===== config.mk =====
export PLATFORM = sky130hd
export DESIGN_NAME = tone_pair_classifier
export DESIGN_NICKNAME = d
export VERILOG_FILES = /design/src/rtl/tone_pkg.sv /design/src/rtl/tone_edge_qual.sv /design/src/rtl/tone_band_meter.sv /design/src/rtl/tone_pair_classifier.sv
export SDC_FILE = /design/constraint.sdc
export NUM_CORES = 1
export LEC_CHECK = 0
export BUFFER_PORTS_ARGS = -buffer_cell sky130_fd_sc_hd__buf_4
export CAP_MARGIN = 10
export CORE_MARGIN = 4
export CORE_UTILIZATION = 50
export CTS_CLUSTER_SIZE = 28
export DETAILED_ROUTE_END_ITERATION = 8
export PLACE_DENSITY = 0.66
export SLEW_MARGIN = 20
export SYNTH_ARGS = -nofsm -noshare
export SYNTH_HDL_FRONTEND = slang
export SYNTH_HIERARCHICAL = 1
export SYNTH_SLANG_ARGS = --single-unit

===== constraint.sdc =====
create_clock -name clk_i -period 3.9 [get_ports clk_i]
set_input_delay 0.195 -clock clk_i [delete_from_list [all_inputs] [get_ports clk_i]]
set_output_delay 0.195 -clock clk_i [all_outputs]
set_load 0.005 [all_outputs]

===== src/rtl/tone_pkg.sv =====
package tone_pkg;

  // shortest accepted period in cycles: f*(1+1.5%)+2 Hz
  function automatic int unsigned per_min(int unsigned clk_hz, int unsigned f);
    longint unsigned num, den;
    num = longint'(clk_hz) * 1000;
    den = longint'(f) * 1015 + 2000;
    return int'(num / den);
  endfunction

  // longest accepted period in cycles: f*(1-1.5%)-2 Hz, rounded up
  function automatic int unsigned per_max(int unsigned clk_hz, int unsigned f);
    longint unsigned num, den;
    num = longint'(clk_hz) * 1000;
    den = longint'(f) * 985 - 2000;
    return int'((num + den - 1) / den);
  endfunction

  function automatic logic [3:0] key_code(logic [1:0] row, logic [1:0] col);
    if (col == 2'd3) return (row == 2'd3) ? 4'd0 : 4'(13 + int'(row));
    if (row == 2'd3) begin
      case (col)
        2'd0:    return 4'd11;
        2'd1:    return 4'd10;
        default: return 4'd12;
      endcase
    end
    return 4'(int'(row) * 3 + int'(col) + 1);
  endfunction

endpackage


===== src/rtl/tone_edge_qual.sv =====
module tone_edge_qual #(
  parameter int unsigned FILT = 3
) (
  input  logic clk_i,
  input  logic rst_ni,
  input  logic sq_i,
  output logic rise_o
);
  logic [1:0]      sync_q;
  logic [FILT-1:0] hist_q;
  logic            filt_q, filt_d;

  always_ff @(posedge clk_i or negedge rst_ni) begin
    if (!rst_ni) begin
      sync_q <= '0;
      hist_q <= '0;
      filt_q <= 1'b0;
      filt_d <= 1'b0;
    end else begin
      sync_q <= {sync_q[0], sq_i};
      hist_q <= {hist_q[FILT-2:0], sync_q[1]};
      if (&hist_q)       filt_q <= 1'b1;
      else if (~|hist_q) filt_q <= 1'b0;
      filt_d <= filt_q;
    end
  end

  assign rise_o = filt_q & ~filt_d;

  p_filter_rise_r10: assert property (@(posedge clk_i) disable iff (!rst_ni)
    $rose(filt_q) |-> $past(sync_q[1], 2));
  p_filter_fall_r10: assert property (@(posedge clk_i) disable iff (!rst_ni)
    $fell(filt_q) |-> !$past(sync_q[1], 2));
endmodule


===== src/rtl/tone_band_meter.sv =====
module tone_band_meter
  import tone_pkg::*;
#(
  parameter int unsigned CLK_HZ  = 3579545,
  parameter int unsigned FREQ [4] = '{697, 770, 852, 941},  // ascending
  parameter int unsigned NEED    = 4
) (
  input  logic       clk_i,
  input  logic       rst_ni,
  input  logic       rise_i,
  output logic       valid_o,
  output logic [1:0] class_o
);
  localparam int unsigned NB  = 4;
  localparam int unsigned TMO = 2 * per_max(CLK_HZ, FREQ[0]);
  localparam int unsigned CW  = $clog2(TMO + 1);
  localparam int unsigned SW  = $clog2(NEED + 1);
  localparam logic [CW-1:0] TMO_C  = CW'(TMO);
  localparam logic [SW-1:0] NEED_C = SW'(NEED);

  logic [CW-1:0] cnt_q;
  logic [SW-1:0] streak_q;
  logic [1:0]    cls_q;
  logic          started_q;
  logic [NB-1:0] hit;
  logic [1:0]    idx;
  logic          in_win;

  for (genvar k = 0; k < NB; k++) begin : g_win
    localparam int unsigned PMIN = per_min(CLK_HZ, FREQ[k]);
    localparam int unsigned PMAX = per_max(CLK_HZ, FREQ[k]);
    assign hit[k] = (cnt_q >= CW'(PMIN)) && (cnt_q <= CW'(PMAX));
  end

  always_comb begin
    idx = '0;
    for (int k = 0; k < NB; k++) if (hit[k]) idx = 2'(k);
  end
  assign in_win = |hit;

  always_ff @(posedge clk_i or negedge rst_ni) begin
    if (!rst_ni) begin
      cnt_q     <= '0;
      streak_q  <= '0;
      cls_q     <= '0;
      started_q <= 1'b0;
    end else if (rise_i) begin
      cnt_q     <= CW'(1);
      started_q <= 1'b1;
      if (started_q) begin
        if (in_win && idx == cls_q && streak_q != '0) begin
          if (streak_q != NEED_C) streak_q <= streak_q + 1'b1;
        end else if (in_win) begin
          cls_q    <= idx;
          streak_q <= SW'(1);
        end else begin
          streak_q <= '0;
        end
      end
    end else if (cnt_q >= TMO_C) begin
      started_q <= 1'b0;
      streak_q  <= '0;
    end else begin
      cnt_q <= cnt_q + 1'b1;
    end
  end

  assign valid_o = (streak_q == NEED_C);
  assign class_o = cls_q;

  p_valid_on_edge_r6: assert property (@(posedge clk_i) disable iff (!rst_ni)
    $rose(valid_o) |-> $past(rise_i));
  p_bad_period_clears_r6: assert property (@(posedge clk_i) disable iff (!rst_ni)
    (rise_i && started_q && !in_win) |=> !valid_o);
  p_timeout_clears_r7: assert property (@(posedge clk_i) disable iff (!rst_ni)
    (!rise_i && cnt_q >= TMO_C) |=> !valid_o);
endmodule


===== src/rtl/tone_pair_classifier.sv =====
module tone_pair_classifier
  import tone_pkg::*;
#(
  parameter int unsigned CLK_HZ = 3579545,
  parameter int unsigned NEED   = 4
) (
  input  logic       clk_i,
  input  logic       rst_ni,
  input  logic       low_sq_i,
  input  logic       high_sq_i,
  input  logic       inhibit_i,
  output logic [3:0] key_o,
  output logic       early_o
);
  localparam int unsigned LOW_F  [4] = '{697, 770, 852, 941};
  localparam int unsigned HIGH_F [4] = '{1209, 1336, 1477, 1633};

  logic       lo_rise, hi_rise, lo_valid, hi_valid, pair_ok;
  logic [1:0] lo_cls, hi_cls;

  tone_edge_qual u_lo_edge (.clk_i, .rst_ni, .sq_i(low_sq_i),  .rise_o(lo_rise));
  tone_edge_qual u_hi_edge (.clk_i, .rst_ni, .sq_i(high_sq_i), .rise_o(hi_rise));

  tone_band_meter #(.CLK_HZ(CLK_HZ), .FREQ(LOW_F), .NEED(NEED)) u_lo_band (
    .clk_i, .rst_ni, .rise_i(lo_rise), .valid_o(lo_valid), .class_o(lo_cls));
  tone_band_meter #(.CLK_HZ(CLK_HZ), .FREQ(HIGH_F), .NEED(NEED)) u_hi_band (
    .clk_i, .rst_ni, .rise_i(hi_rise), .valid_o(hi_valid), .class_o(hi_cls));

  assign pair_ok = lo_valid & hi_valid & ~inhibit_i;

  always_ff @(posedge clk_i or negedge rst_ni) begin
    if (!rst_ni) begin
      early_o <= 1'b0;
      key_o   <= '0;
    end else begin
      early_o <= pair_ok;
      key_o   <= pair_ok ? key_code(lo_cls, hi_cls) : 4'd0;
    end
  end

  p_inhibit_mutes_r9: assert property (@(posedge clk_i) disable iff (!rst_ni)
    inhibit_i |=> (!early_o && key_o == 4'd0));
  p_early_needs_both_r8: assert property (@(posedge clk_i) disable iff (!rst_ni)
    early_o |-> $past(lo_valid && hi_valid));
  p_key_zero_idle_r5: assert property (@(posedge clk_i) disable iff (!rst_ni)
    !early_o |-> key_o == 4'd0);
endmodule


After elaboration in Yosys (flattened, before gate mapping)
Index checks and enable logic that the tools add are counted.
Word-level totals
  memory bits (writable): 0
  memories: 0
  latch bits: 0
  register bits: 58
  output and inout port bits: 5
  input bits: 5
  bits in read-only memories: 0
Cells by class
  magnitude comparators: 18
  bitwise operators: 9
  div/mod/pow operators: 0
  reductions and logical operators: 27
  add/sub/neg operators: 7
  muxes and demuxes: 40
  shift-type cells: 0
  equal/unequal tests: 17
  multipliers: 1
Operator list (count)
  $ge A13 B12 Y1 const B: 4
  $le A13 B12 Y1 const B: 4
  $ge A14 B13 Y1 const B: 3
  $le A14 B13 Y1 const B: 3
  $mux W3: 10
  $mux W14: 2
  $mux W13: 2
  $mux W4: 6
  $mux W1: 15
  $add A14 B1 Y14 const B: 1
  $ge A14 B12 Y1 const B: 1
  $ge A14 B14 Y1 const B: 1
  $le A14 B12 Y1 const B: 1
  $add A13 B1 Y13 const B: 1
  $ge A13 B13 Y1 const B: 1
  $logic_and A1 B1 Y1: 12
  $ne A3 B3 Y1 const B: 4
  $reduce_and A3 Y1: 4
  $mux W2: 4
  $ne A2 B1 Y1 const B: 4
  $reduce_and A4 Y1: 2
  $reduce_or A4 Y1: 2
  $add A3 B1 Y3 const B: 2
  $eq A3 B3 Y1 const B: 2
  15 further kinds: 28

Depth between registers and ports, before layout
Gate-level depths: netlist (run 1).
  depth in word-level cells: 11
  mapped depth: 8

Modules after synthesis
The synthesis (run 1) kept the hierarchy.
By module, submodules not included
  tone_band_meter (u_lo_band): times used 1, seq. area each 500.5 µm², cells an instance 184, area an instance 1624.1 µm²
  tone_band_meter (u_hi_band): times used 1, seq. area each 475.5 µm², cells an instance 168, area an instance 1465.2 µm²
  tone_edge_qual: times used 2, seq. area each 175.2 µm², cells an instance 12, area an instance 200.2 µm²
  tone_pair_classifier: times used 1, seq. area each 125.1 µm², cells an instance 38, area an instance 381.6 µm²

Worst setup path after synthesis (run 1)
No wires, ideal clock.
  kind: register to register
  start: reg u_hi_band.cnt_q[10]
  end: reg u_hi_band.cls_q[1] (netlist: u_hi_band/class_o[1])
  setup slack: 1746 ps
  cell stages (with the launch flop): 8
  setup time: 128 ps
  data arrival time: 2027 ps
  cells stage by stage: dfrtp_1 buf_6 a2111oi_4 nor2_1 a2111o_1 and3_4 o311ai_4 mux2_1
On the way
  cells in the longest elaborated chain, start to end: 10
  elaborated cells on any way between the ends: 21
  those cells by class: order compare: 8; eq/ne: 1; mux: 3; bitwise: 1; reduce/logical: 8
RTL lines
  from (decl): RTL line tone_band_meter.sv:21  | logic [CW-1:0] cnt_q;
  from (signal assigned): RTL line tone_band_meter.sv:64  | cnt_q <= cnt_q + 1'b1;
  $ge A13 B12 Y1 or $le A13 B12 Y1 (tied branches): RTL line tone_band_meter.sv:32  | assign hit[k] = (cnt_q >= CW'(PMIN)) && (cnt_q <= CW'(PMAX));
  $logic_and A1 B1 Y1: RTL line tone_band_meter.sv:32
  $mux W1: RTL line tone_band_meter.sv:37  | for (int k = 0; k < NB; k++) if (hit[k]) idx = 2'(k);
  $mux W2 (2 in series): RTL line tone_band_meter.sv:37
  $eq A2 B2 Y1: RTL line tone_band_meter.sv:51  | if (in_win && idx == cls_q && streak_q != '0) begin
  $logic_and A1 B1 Y1 (2 in series): RTL line tone_band_meter.sv:51
  $not A1 Y1 (no source line)
  $reduce_and A4 Y1 (no source line)
  to (signal assigned): RTL line tone_band_meter.sv:54  | cls_q <= idx;
  to (decl): RTL line tone_band_meter.sv:23  | logic [1:0] cls_q;
Several ways; a longest one is shown, not always the timed one.
A chain may end at the register's enable or synchronous reset.

Final worst setup path (run 1)
  start: reg u_hi_band.cnt_q[1]
  end: reg u_hi_band.cls_q[0] (netlist: u_hi_band/class_o[0])
Same word-level chain as after synthesis.

==> results.yml, run 1 <==
run_status:
  status: "finished clean"
cts:
  max-clock-path-buffers: 2
  clock_latency_ns: 0.33
  cts_setup_buffers: 0
  clk_pin_slew_ns: 0.07
  cts_tree: "done"
  cts_made_buffers: 9
  cts_max_level: 3
  cts.sinks: 58
  cts_root_buf: "clkbuf_8"
floorplan:
  die_h_microns: 95.99
  die-area_sq_um: 9214
  rows: 31
  pin_count: 10
  start_util_pct: 52.53
  die_x_microns: 95.99
  core_area_sq_um: 7370
timing:
  finalSetupTns_ns: 0
  finalSetupViolations: 0
  fin_skew_ns: 0.008359
  fin_crit_sh_pct: 62.44
  hold_violations: 0
  fin_crit_ns: 2.435
  worst_pin_slew_ns: 0.8034
  max_slew_margin_pct: 46.44
  grt_setup_unrepaired: "false"
  fmax_mhz: 410.6
  slew_viol_final: 0
logic_synthesis:
  synthDistinctLibCells: 72
  yosysSeqAreaShare_pct: 37.49
  synth_area_leaders: "dfrtp_1 37%, ha_1 4.8%, nor2_1 4.1%, xor2_1 4.1%, o21ai_0 2.8%"
  synth_top_area_share_pct: 37.49
  synth_cells: 414
  ys_async_sr_fraction_pct: 100.0
  yosysWarningCount: 6
  synthesis.area_sq_um: 3871
  yosysTopAreaCell: "dfrtp_1"
  synth_ff_type: "dfrtp_1"
  synth_area_per_cell_sq_um: 9.351
  ys_seq_elements: 58
  synth-edff-count: 0
  syn_nets: 436
global_routing:
  use_met1_pct: 25.43
  grt_busiest_layer: "met2"
  grt_use_total_pct: 18.17
  antenna_found_initial: 0
  grt_first_pass_wirelength_mm: 13.12
  met3_usage_pct: 3.518
  grt.overflow.total: 0
  grt_max_degree: 59
  first_global_vias: 2776
  use_met2_pct: 27.72
route:
  drtIter0Drc: 182
  vias_per_cell: 5.992
  num_vias: 3098
  drtPass1Iterations: 5
  wl_per_cell_microns: 14.92
  wirelength_mm: 7.712
  drc_errors: 0
  detail-route-antenna-nets: 0
power_and_ir_drop:
  irDropWorstVdd_uv: 374.6
  cellLeakagePower_nw: 1.823
  p_per_area_nw_per_um2: 397.7
placed_design:
  hpwlAfterDp_mm: 5.139
  gp_congestion: 0.8663
  portBuffers: 9
  placed_area_sq_um: 3881
critical_path:
  crit_required_ns: 4.12
  start_kind: "register"
  criticalPathCategory: "reg -> reg"
  critical_path.max_fanout: 6
  worstPathArrival_ns: 2.65
  crit_path_end_kind: "register"
  r2r_slack_ns: 1.46
layout:
  num_antenna_cells: 0
  drive_gt1_share_pct: 9.809
  layout.nets: 435
  synthToLayoutAreaGrowth_pct: 6.690
  final_cell_area_sq_um: 4130
  fill_cells: 650
job:
  drv_cap: 0
min_path:
  hold_path_class: "in -> reg"
routing by layer:
layer / share of wire [%] / vias up
met2: 46 / 87
met1: 48 / 1487
met5: 0 / -
met4: 1.3 / 0
met3: 4.5 / 11
li1: - / 1513
worst paths after layout:
check,from,to,cells after the start
min,inhibit_i,key_o[1],3
min in group asynchronous,rst_ni,key_o[2],2
max in group asynchronous,rst_ni,u_hi_band/streak_q[2],2
max reg2reg,u_hi_band/cnt_q[1],u_hi_band/class_o[0],8
min reg2reg,u_lo_edge/sync_q[1],u_lo_edge/hist_q[0],0
max,u_hi_band/cnt_q[1],u_hi_band/class_o[0],8
through the flow:
| step | instances | hold slack, ns | total power, W | util (%) | setup WS (ns) |
|---|---|---|---|---|---|
| CTS | 517 | 0.1713 | 0.001658 | 56.04 | 1.497 |
| global route | 517 | 0.1866 | 0.001739 | 56.04 | 1.302 |
| detailed placement | 498 | 0.3053 | 0.001027 | 52.67 | 1.509 |
| finish | 517 | 0.1896 | 0.001643 | 56.04 | 1.465 |
| global placement | 498 | 0.3036 | 0.001023 | 52.67 | 1.588 |
| floorplan | 414 | -0.1006 | 0.0009603 | - | 1.746 |
cell type report:
class / instances / area (sq um) / area share, %
tap: 99 / 123.9 / 2.999
timing repair buffer: 15 / 120.1 / 2.908
multi-input combinational: 308 / 2137 / 51.74
inverter: 21 / 78.83 / 1.909
clock buffer: 11 / 141.4 / 3.423
clock inverter: 5 / 77.57 / 1.878
sequential: 58 / 1451 / 35.14
Yosys cell counts, types with 6 or more instances:
library cell / count
and3_1: 7
clkbuf_1: 8
xor2_1: 18
nor2_1: 42
nand3_1: 15
o21ai_1: 7
clkbuf_8: 6
nand2_1: 21
dfrtp_1: 58
a21o_1: 8
nor2b_1: 8
nand2b_1: 10
ha_1: 15
o21ai_0: 22
inv_1: 21
nor3_1: 7
a21oi_1: 20
buf_2: 7
cells by family (layout without fill, tap and decap cells):
group | count (synthesis) | after routing | share of synthesized area [%]
multiplexers | 4 | 4 | 1.163
XOR/XNOR | 21 | 21 | 4.751
AND/OR/NAND/NOR | 152 | 152 | 22.17
buffers and inverters | 48 | 52 | 7.304
flip-flops | 58 | 58 | 37.49
AO/OA/AOI/OAI | 114 | 114 | 21.24
adder cells (fa/ha/maj) | 17 | 17 | 5.882
layout by cell type, fill, tap and decap left out, drive strengths merged, types with 8 or more instances in the layout:
cell type	Yosys	routed
buf	13	12
a21oi	20	20
nor2	42	42
ha	15	15
xor2	18	18
nand2b	10	10
nand3	15	15
o21ai	29	29
clkbuf	14	11
a21o	8	8
inv	21	21
nor2b	8	8
nand2	21	21
dfrtp	58	58
nor3	8	8
and3	8	8
critical path: stages, from the launching register on:
cell      delay [ns]
dfrtp_1         0.44
inv_1           0.13
ha_1            0.22
and4b_1         0.18
o21ai_0         0.17
a32oi_1         0.21
o21a_1          0.27
o311ai_4        0.33
mux2_1          0.36
registers in the layout, summed over array words and instances, names as in the netlist:
name                 count
u_hi_band/streak_q       3
u_hi_edge/hist_q         3
u_hi_edge/sync_q         2
early_o                  1
u_lo_edge/filt_d         1
u_hi_band/class_o        2
u_hi_band/cnt_q         13
u_hi_edge/filt_q         1
u_lo_edge/filt_q         1
u_hi_edge/filt_d         1
u_lo_band/class_o        2
u_hi_band/started_q      1
u_lo_band/streak_q       3
u_lo_band/started_q      1
u_lo_edge/hist_q         3
u_lo_band/cnt_q         14
key_o                    4
u_lo_edge/sync_q         2
report_power, final:
part	switching [W]	internal, W	total [W]
combinational	0.000158	0.000107	0.000265
sequential	0.000106	0.000652	0.000758
clock	0.000245	0.000375	0.000620
total	0.000508	0.00113	0.00164
repair_timing:
item,in CTS,in global routing
endpoints found under the hold margin,60,0
hold buffers,3,0
gates resized for setup,0,0
No activity file was read; power rests on OpenSTA's default activity.
==> run 2: changes to the inputs <==
--- a/config.mk
+++ b/config.mk
@@ -11,7 +11,7 @@
 export CORE_UTILIZATION = 50
 export CTS_CLUSTER_SIZE = 28
 export DETAILED_ROUTE_END_ITERATION = 8
-export PLACE_DENSITY = 0.66
+export PLACE_DENSITY = 0.69
 export SLEW_MARGIN = 20
 export SYNTH_ARGS = -nofsm -noshare
 export SYNTH_HDL_FRONTEND = slang
==> constraint.sdc (replaced) <==
create_clock -name clk_i -period 2.06 [get_ports clk_i]
set_input_delay 0.103 -clock clk_i [delete_from_list [all_inputs] [get_ports clk_i]]
set_output_delay 0.103 -clock clk_i [all_outputs]
set_load 0.005 [all_outputs]
==> run 2 against run 1 <==
The flow now finishes with violations (setup timing). Combinational power rose to 3.9 times the previous value. Register-to-register slack got worse by 1.7 ns. Final cell count rose by 15%. Via count rose by 11%. Flip-flop and latch count did not move.
==> results.yml, run 2 (synthesized netlist as in run 1, its figures left out) <==
run_status:
  status: "complete, but fails checks"
  failed_checks: "setup timing"
power_and_ir_drop:
  p_clk_share_pct: 32.7
  cellLeakagePower_nw: 2.241
  seqPwrFrac_pct: 38.4
  combPwrFrac_pct: 28.9
  power.share.switching_pct: 30.38
  p_int_w: 0.002475
  p_per_area_nw_per_um2: 739.9
  irDropWorstVdd_uv: 616.2
  switchingPower_w: 0.001080
cts:
  clock_latency_ns: 0.34
  cts.sinks: 58
  cts_max_level: 3
  cts_made_buffers: 9
  cts_root_buf: "clkbuf_8"
  clk_pin_slew_ns: 0.07
  cts_tree: "done"
  max-clock-path-buffers: 2
critical_path:
  critical_path.max_fanout: 5
  startpoint: "u_hi_band/cnt_q[0]"
  crit_slowest_cell: "dfrtp_2"
  r2r_slack_ns: -0.22
  crit_path_end_kind: "register"
  worstPathArrival_ns: 2.49
  r2r_start: "u_hi_band/cnt_q[0]"
  crit_chain: "buf_6 -> buf_6 -> o211a_1 -> o211ai_1 -> a32oi_1 -> o21a_1 -> o311ai_4 -> mux2_4"
  slowest_delay_ns: 0.44
  criticalPathCategory: "reg -> reg"
  rr_endpoint: "u_hi_band/class_o[1]"
  r2r_cells: 8
  crit_top_cell: "buf_6"
  start_kind: "register"
  crit_required_ns: 2.28
route:
  drtIter0Drc: 208
  wl_per_cell_microns: 15.25
  drc_errors: 0
  num_vias: 3430
  detail-route-antenna-nets: 0
  drtPass1Iterations: 5
  vias_per_cell: 5.784
  wirelength_mm: 9.046
floorplan:
  rows: 31
  die_x_microns: 95.99
  core_area_sq_um: 7370
  die_h_microns: 95.99
  pin_count: 10
  start_util_pct: 52.53
  die-area_sq_um: 9214
timing:
  fin_skew_ns: 0.01327
  grt_setup_unrepaired: "true"
  finalSetupViolations: 6
  slew_viol_final: 0
  fmax_mhz: 439.1
  worst_pin_slew_ns: 0.7211
  finalSetupTns_ns: -0.8162
  max_slew_margin_pct: 51.93
  hold_violations: 0
  fin_crit_ns: 2.277
  fin_crit_sh_pct: 110.6
  setup_ws_ns: -0.2175
layout:
  final_common_cell: "buf_4"
  final_cell_mix: "86 x buf_4, 56 x dfrtp_1, 41 x nor2_1, 21 x nand2_1, 19 x a21oi_1"
  regMostFlops: "u_lo_band/cnt_q"
  synthToLayoutAreaGrowth_pct: 24.11
  biggestRegsByFlops: "u_lo_band/cnt_q: 14 flops, u_hi_band/cnt_q: 13 flops, key_o: 4 flops"
  drive_gt1_share_pct: 27.73
  fill_cells: 602
  layout.nets: 511
  num_antenna_cells: 0
  largest_register_ffs: 14
placed_design:
  portBuffers: 9
  gp_congestion: 0.8956
  dpl_worst_slack_ns: -0.1705
  hpwlAfterDp_mm: 6.144
min_path:
  min_path_cells: 3
  hold_path_class: "in -> reg"
  min_to: "key_o[1]"
  hp-start: "inhibit_i"
global_routing:
  grt.overflow.total: 0
  antenna_found_initial: 0
  first_global_vias: 3345
  grt_use_total_pct: 20.74
  grt_first_pass_wirelength_mm: 15.01
  grt_max_degree: 59
job:
  drv_cap: 0
-- run 2: layer usage --
metal	vias up	track usage [%]	part of all wire, %
met5	-	0	0
met4	0	9.005	1.7
met3	14	3.831	3.8
met2	104	33.58	49
met1	1649	27.05	45
li1	1663	-	-
-- run 2: power by group through the flow --
stage               clock, W  sequential (W)  combinational (W)
finish               0.00116         0.00137            0.00103
global route         0.00124         0.00138            0.00113
CTS                  0.00119         0.00136           0.000959
detailed placement         0         0.00138           0.000865
global placement           0         0.00138           0.000852
floorplan                  0         0.00134           0.000488
-- run 2: area by class of cell --
| class | count | area (sq um) | area share (%) |
|---|---|---|---|
| flip-flops and latches | 58 | 1454 | 30.26 |
| inverters | 21 | 78.83 | 1.641 |
| clock inverters | 5 | 77.57 | 1.615 |
| multi-input cells | 308 | 2231 | 46.43 |
| well taps | 99 | 123.9 | 2.578 |
| clock buffers | 11 | 141.4 | 2.943 |
| repair buffers | 91 | 698.2 | 14.53 |
-- run 2: worst max-delay path, delay by kind of cell (launching register included) --
kind                   cells  cell delay (ns)
buffers and inverters      2             0.23
multiplexers               1             0.33
AO/OA/AOI/OAI              5             1.15
flip-flops                 1             0.44
-- run 2: what timing repair did --
action / CTS / global route
endpoints found under the hold margin: 60 / 0
setup buffers: 5 / 4
cloned: 0 / 0
pin swaps: 9 / 14
hold buffers: 3 / 0
setup endpoints to repair: 10 / 10
gates resized for setup: 13 / 14
-- run 2: metrics by stage --
step / cell area [sq um] / total power [W] / std cells / util [%] / hold slack, ns
CTS: 4727 / 0.003510 / 589 / 64.14 / 0.08142
detailed placement: 4392 / 0.002244 / 565 / 59.59 / 0.2146
global route: 4805 / 0.003754 / 593 / 65.20 / 0.1177
finish: 4805 / 0.003555 / 593 / 65.20 / 0.09174
floorplan: 3879 / 0.001824 / 414 / - / -0.1926
global placement: 4392 / 0.002228 / 565 / 59.59 / 0.2135
-- run 2: how the worst max path moves through the flow --
| stage | to | cells past startpoint |
|---|---|---|
| 2_1_floorplan | u_hi_band/class_o[1] | 7 |
| 3_3_place_gp | u_hi_band/class_o[1] | 6 |
| 5_1_grt | u_hi_band/class_o[1] | 8 |
| 3_5_place_dp | u_hi_band/class_o[0] | 7 |
| 6_report | u_hi_band/class_o[1] | 8 |
| 4_1_cts | u_hi_band/class_o[0] | 6 |
==> run 3: changes to the inputs <==
--- a/config.mk
+++ b/config.mk
@@ -5,9 +5,10 @@
 export SDC_FILE = /design/constraint.sdc
 export NUM_CORES = 1
 export LEC_CHECK = 0
+export ABC_AREA = 0
 export BUFFER_PORTS_ARGS = -buffer_cell sky130_fd_sc_hd__buf_4
 export CAP_MARGIN = 10
-export CORE_MARGIN = 4
+export CORE_MARGIN = 5
 export CORE_UTILIZATION = 50
 export CTS_CLUSTER_SIZE = 28
 export DETAILED_ROUTE_END_ITERATION = 8
==> run 3 against run 2 <==
The run still ends with setup timing left. Clock skew fell by 0.0010 ns. Fmax rose by 0.41%. Sequential power barely moved. Register-to-register slack barely moved. Core utilization fell by 3.0 points. Setup slack improved by 0.0092 ns.
==> results.yml, run 3 (synthesized netlist as in run 1, its figures left out) <==
route:
  drtIter0Drc: 173
  drc_errors: 0
  vias_per_cell: 5.696
  wirelength_mm: 8.986
  drtPass1Iterations: 4
  wl_per_cell_microns: 15.15
  num_vias: 3378
  detail-route-antenna-nets: 0
job:
  drv_cap: 0
placed_design:
  hpwlAfterDp_mm: 6.299
  gp_congestion: 0.8812
  portBuffers: 9
  dp.cells: 568
cts:
  max-clock-path-buffers: 2
  clock_latency_ns: 0.34
  cts.sinks: 58
  cts_max_level: 3
  cts_tree: "done"
  cts_made_buffers: 9
  cts_root_buf: "clkbuf_8"
  clk_pin_slew_ns: 0.07
layout:
  layout.nets: 508
  final_cells: 593
  num_antenna_cells: 0
  final_cell_mix: "84 x buf_4, 56 x dfrtp_1, 41 x nor2_1, 21 x nand2_1, 19 x inv_1"
  final_common_cell: "buf_4"
  drive_gt1_share_pct: 27.70
  synthToLayoutAreaGrowth_pct: 22.79
  largest_register_ffs: 14
  regMostFlops: "u_lo_band/cnt_q"
  biggestRegsByFlops: "u_lo_band/cnt_q: 14 flops, u_hi_band/cnt_q: 13 flops, key_o: 4 flops"
timing:
  fin_crit_ns: 2.268
  setup_ws_ns: -0.2083
  hold_violations: 0
  fmax_mhz: 440.9
  max_slew_margin_pct: 51.39
  worst_pin_slew_ns: 0.7291
  fin_skew_ns: 0.01225
  slew_viol_final: 0
  finalSetupViolations: 5
  fin_crit_sh_pct: 110.1
  grt_setup_unrepaired: "true"
power_and_ir_drop:
  p_per_area_nw_per_um2: 686.8
  finalPower_w: 0.003265
  irDropWorstVdd_uv: 570.6
  cellLeakagePower_nw: 2.200
critical_path:
  r2r_slack_ns: -0.21
  criticalPathCategory: "reg -> reg"
  worstPathArrival_ns: 2.49
  start_kind: "register"
  crit_slowest_cell: "a2111o_1"
  crit_chain: "buf_6 -> ha_4 -> nor4bb_1 -> a2111o_1 -> and3_4 -> o311ai_4 -> mux2_4"
  crit_path_end_kind: "register"
  slowest_delay_ns: 0.44
  crit_required_ns: 2.28
  critical_path.max_fanout: 4
floorplan:
  die_x_microns: 97.99
  start_util_pct: 50.62
  die-area_sq_um: 9602
  rows: 32
  pin_count: 10
  core_area_sq_um: 7647
  die_h_microns: 97.99
global_routing:
  antenna_found_initial: 0
  grt.overflow.total: 0
  grt_max_degree: 59
  grt_use_total_pct: 19.34
  first_global_vias: 3372
  grt_first_pass_wirelength_mm: 15.49
min_path:
  hold_path_class: "in -> reg"
run_status:
  status: "complete, but fails checks"
  failed_checks: "setup timing"
==> run 3: changes by cell type in the layout (fill, tap and decap cells not counted), moves of 2 or more <==
cell / delta
ha_2: -2
a21oi_2: +2
a21oi_1: -2
a32o_2: +2
bufinv_16: -2
buf_4: -2
a32o_1: -2
==> run 3: routing by layer <==
| metal | share of wire (%) | track usage, % |
|---|---|---|
| met1 | 47 | 25.61 |
| met2 | 48 | 32.20 |
| met3 | 3.7 | 4.071 |
| met4 | 0.76 | 5.218 |
| met5 | 0 | 0 |
==> run 3: report_power, final <==
| part | leakage, nW | internal [W] | switching (W) |
|---|---|---|---|
| Combinational | 1.37 | 0.000503 | 0.000491 |
| Sequential | 0.747 | 0.00124 | 0.000121 |
| Clock | 0.0851 | 0.000462 | 0.000451 |
| Total | 2.20 | 0.00220 | 0.00106 |
==> run 3: worst max-delay path, delay by kind of cell, from the launching register on <==
kind,cells,cell delay [ns]
compound gates,2,0.77
flops,1,0.41
fa+ha+maj,1,0.15
buf+inv,1,0.13
simple gates,2,0.34
mux,1,0.34
==> run 3: worst paths after layout <==
check | start | end | cells past startpoint
worst max register to register | u_hi_band/cnt_q[1] | u_hi_band/class_o[0] | 7
max in group asynchronous | rst_ni | u_lo_band/cnt_q[11] | 2
worst min-delay path | inhibit_i | key_o[1] | 3
worst max-delay path | u_hi_band/cnt_q[1] | u_hi_band/class_o[0] | 7
worst min register to register | u_hi_edge/sync_q[0] | u_hi_edge/sync_q[1] | 0
min in group asynchronous | rst_ni | u_hi_band/cnt_q[0] | 2
==> run 3: final cells by class <==
type | count | area (sq um)
Fill cell | 657 | 2894
Multi-Input combinational cell | 308 | 2250
Sequential cell | 58 | 1454
Timing Repair Buffer | 88 | 671.9
Clock buffer | 11 | 141.4
Tap cell | 102 | 127.6
Inverter | 21 | 78.83
Clock inverter | 5 | 30.03
==> run 3: metrics by stage <==
step	cell area (sq um)	setup WS (ns)	hold slack (ns)	TNS, ns	utilization [%]
after floorplan	3879	-0.09415	-0.1926	-0.1883	-
after global placement	4395	-0.09960	0.2136	-0.3458	57.48
after detailed placement	4395	-0.1968	0.2140	-0.6390	57.48
after CTS	4659	-0.1615	0.08133	-0.4184	60.93
after global routing	4753	-0.2918	0.1082	-1.367	62.16
final	4753	-0.2083	0.09561	-0.5017	62.16
==> run 3: timing repair <==
item,in CTS,in global routing
cloned,0,0
resized for setup,10,20
setup buffers,3,3
pin swaps,8,8
endpoints found under the setup margin,7,12
hold endpoints to repair,60,0
hold buffers,3,0
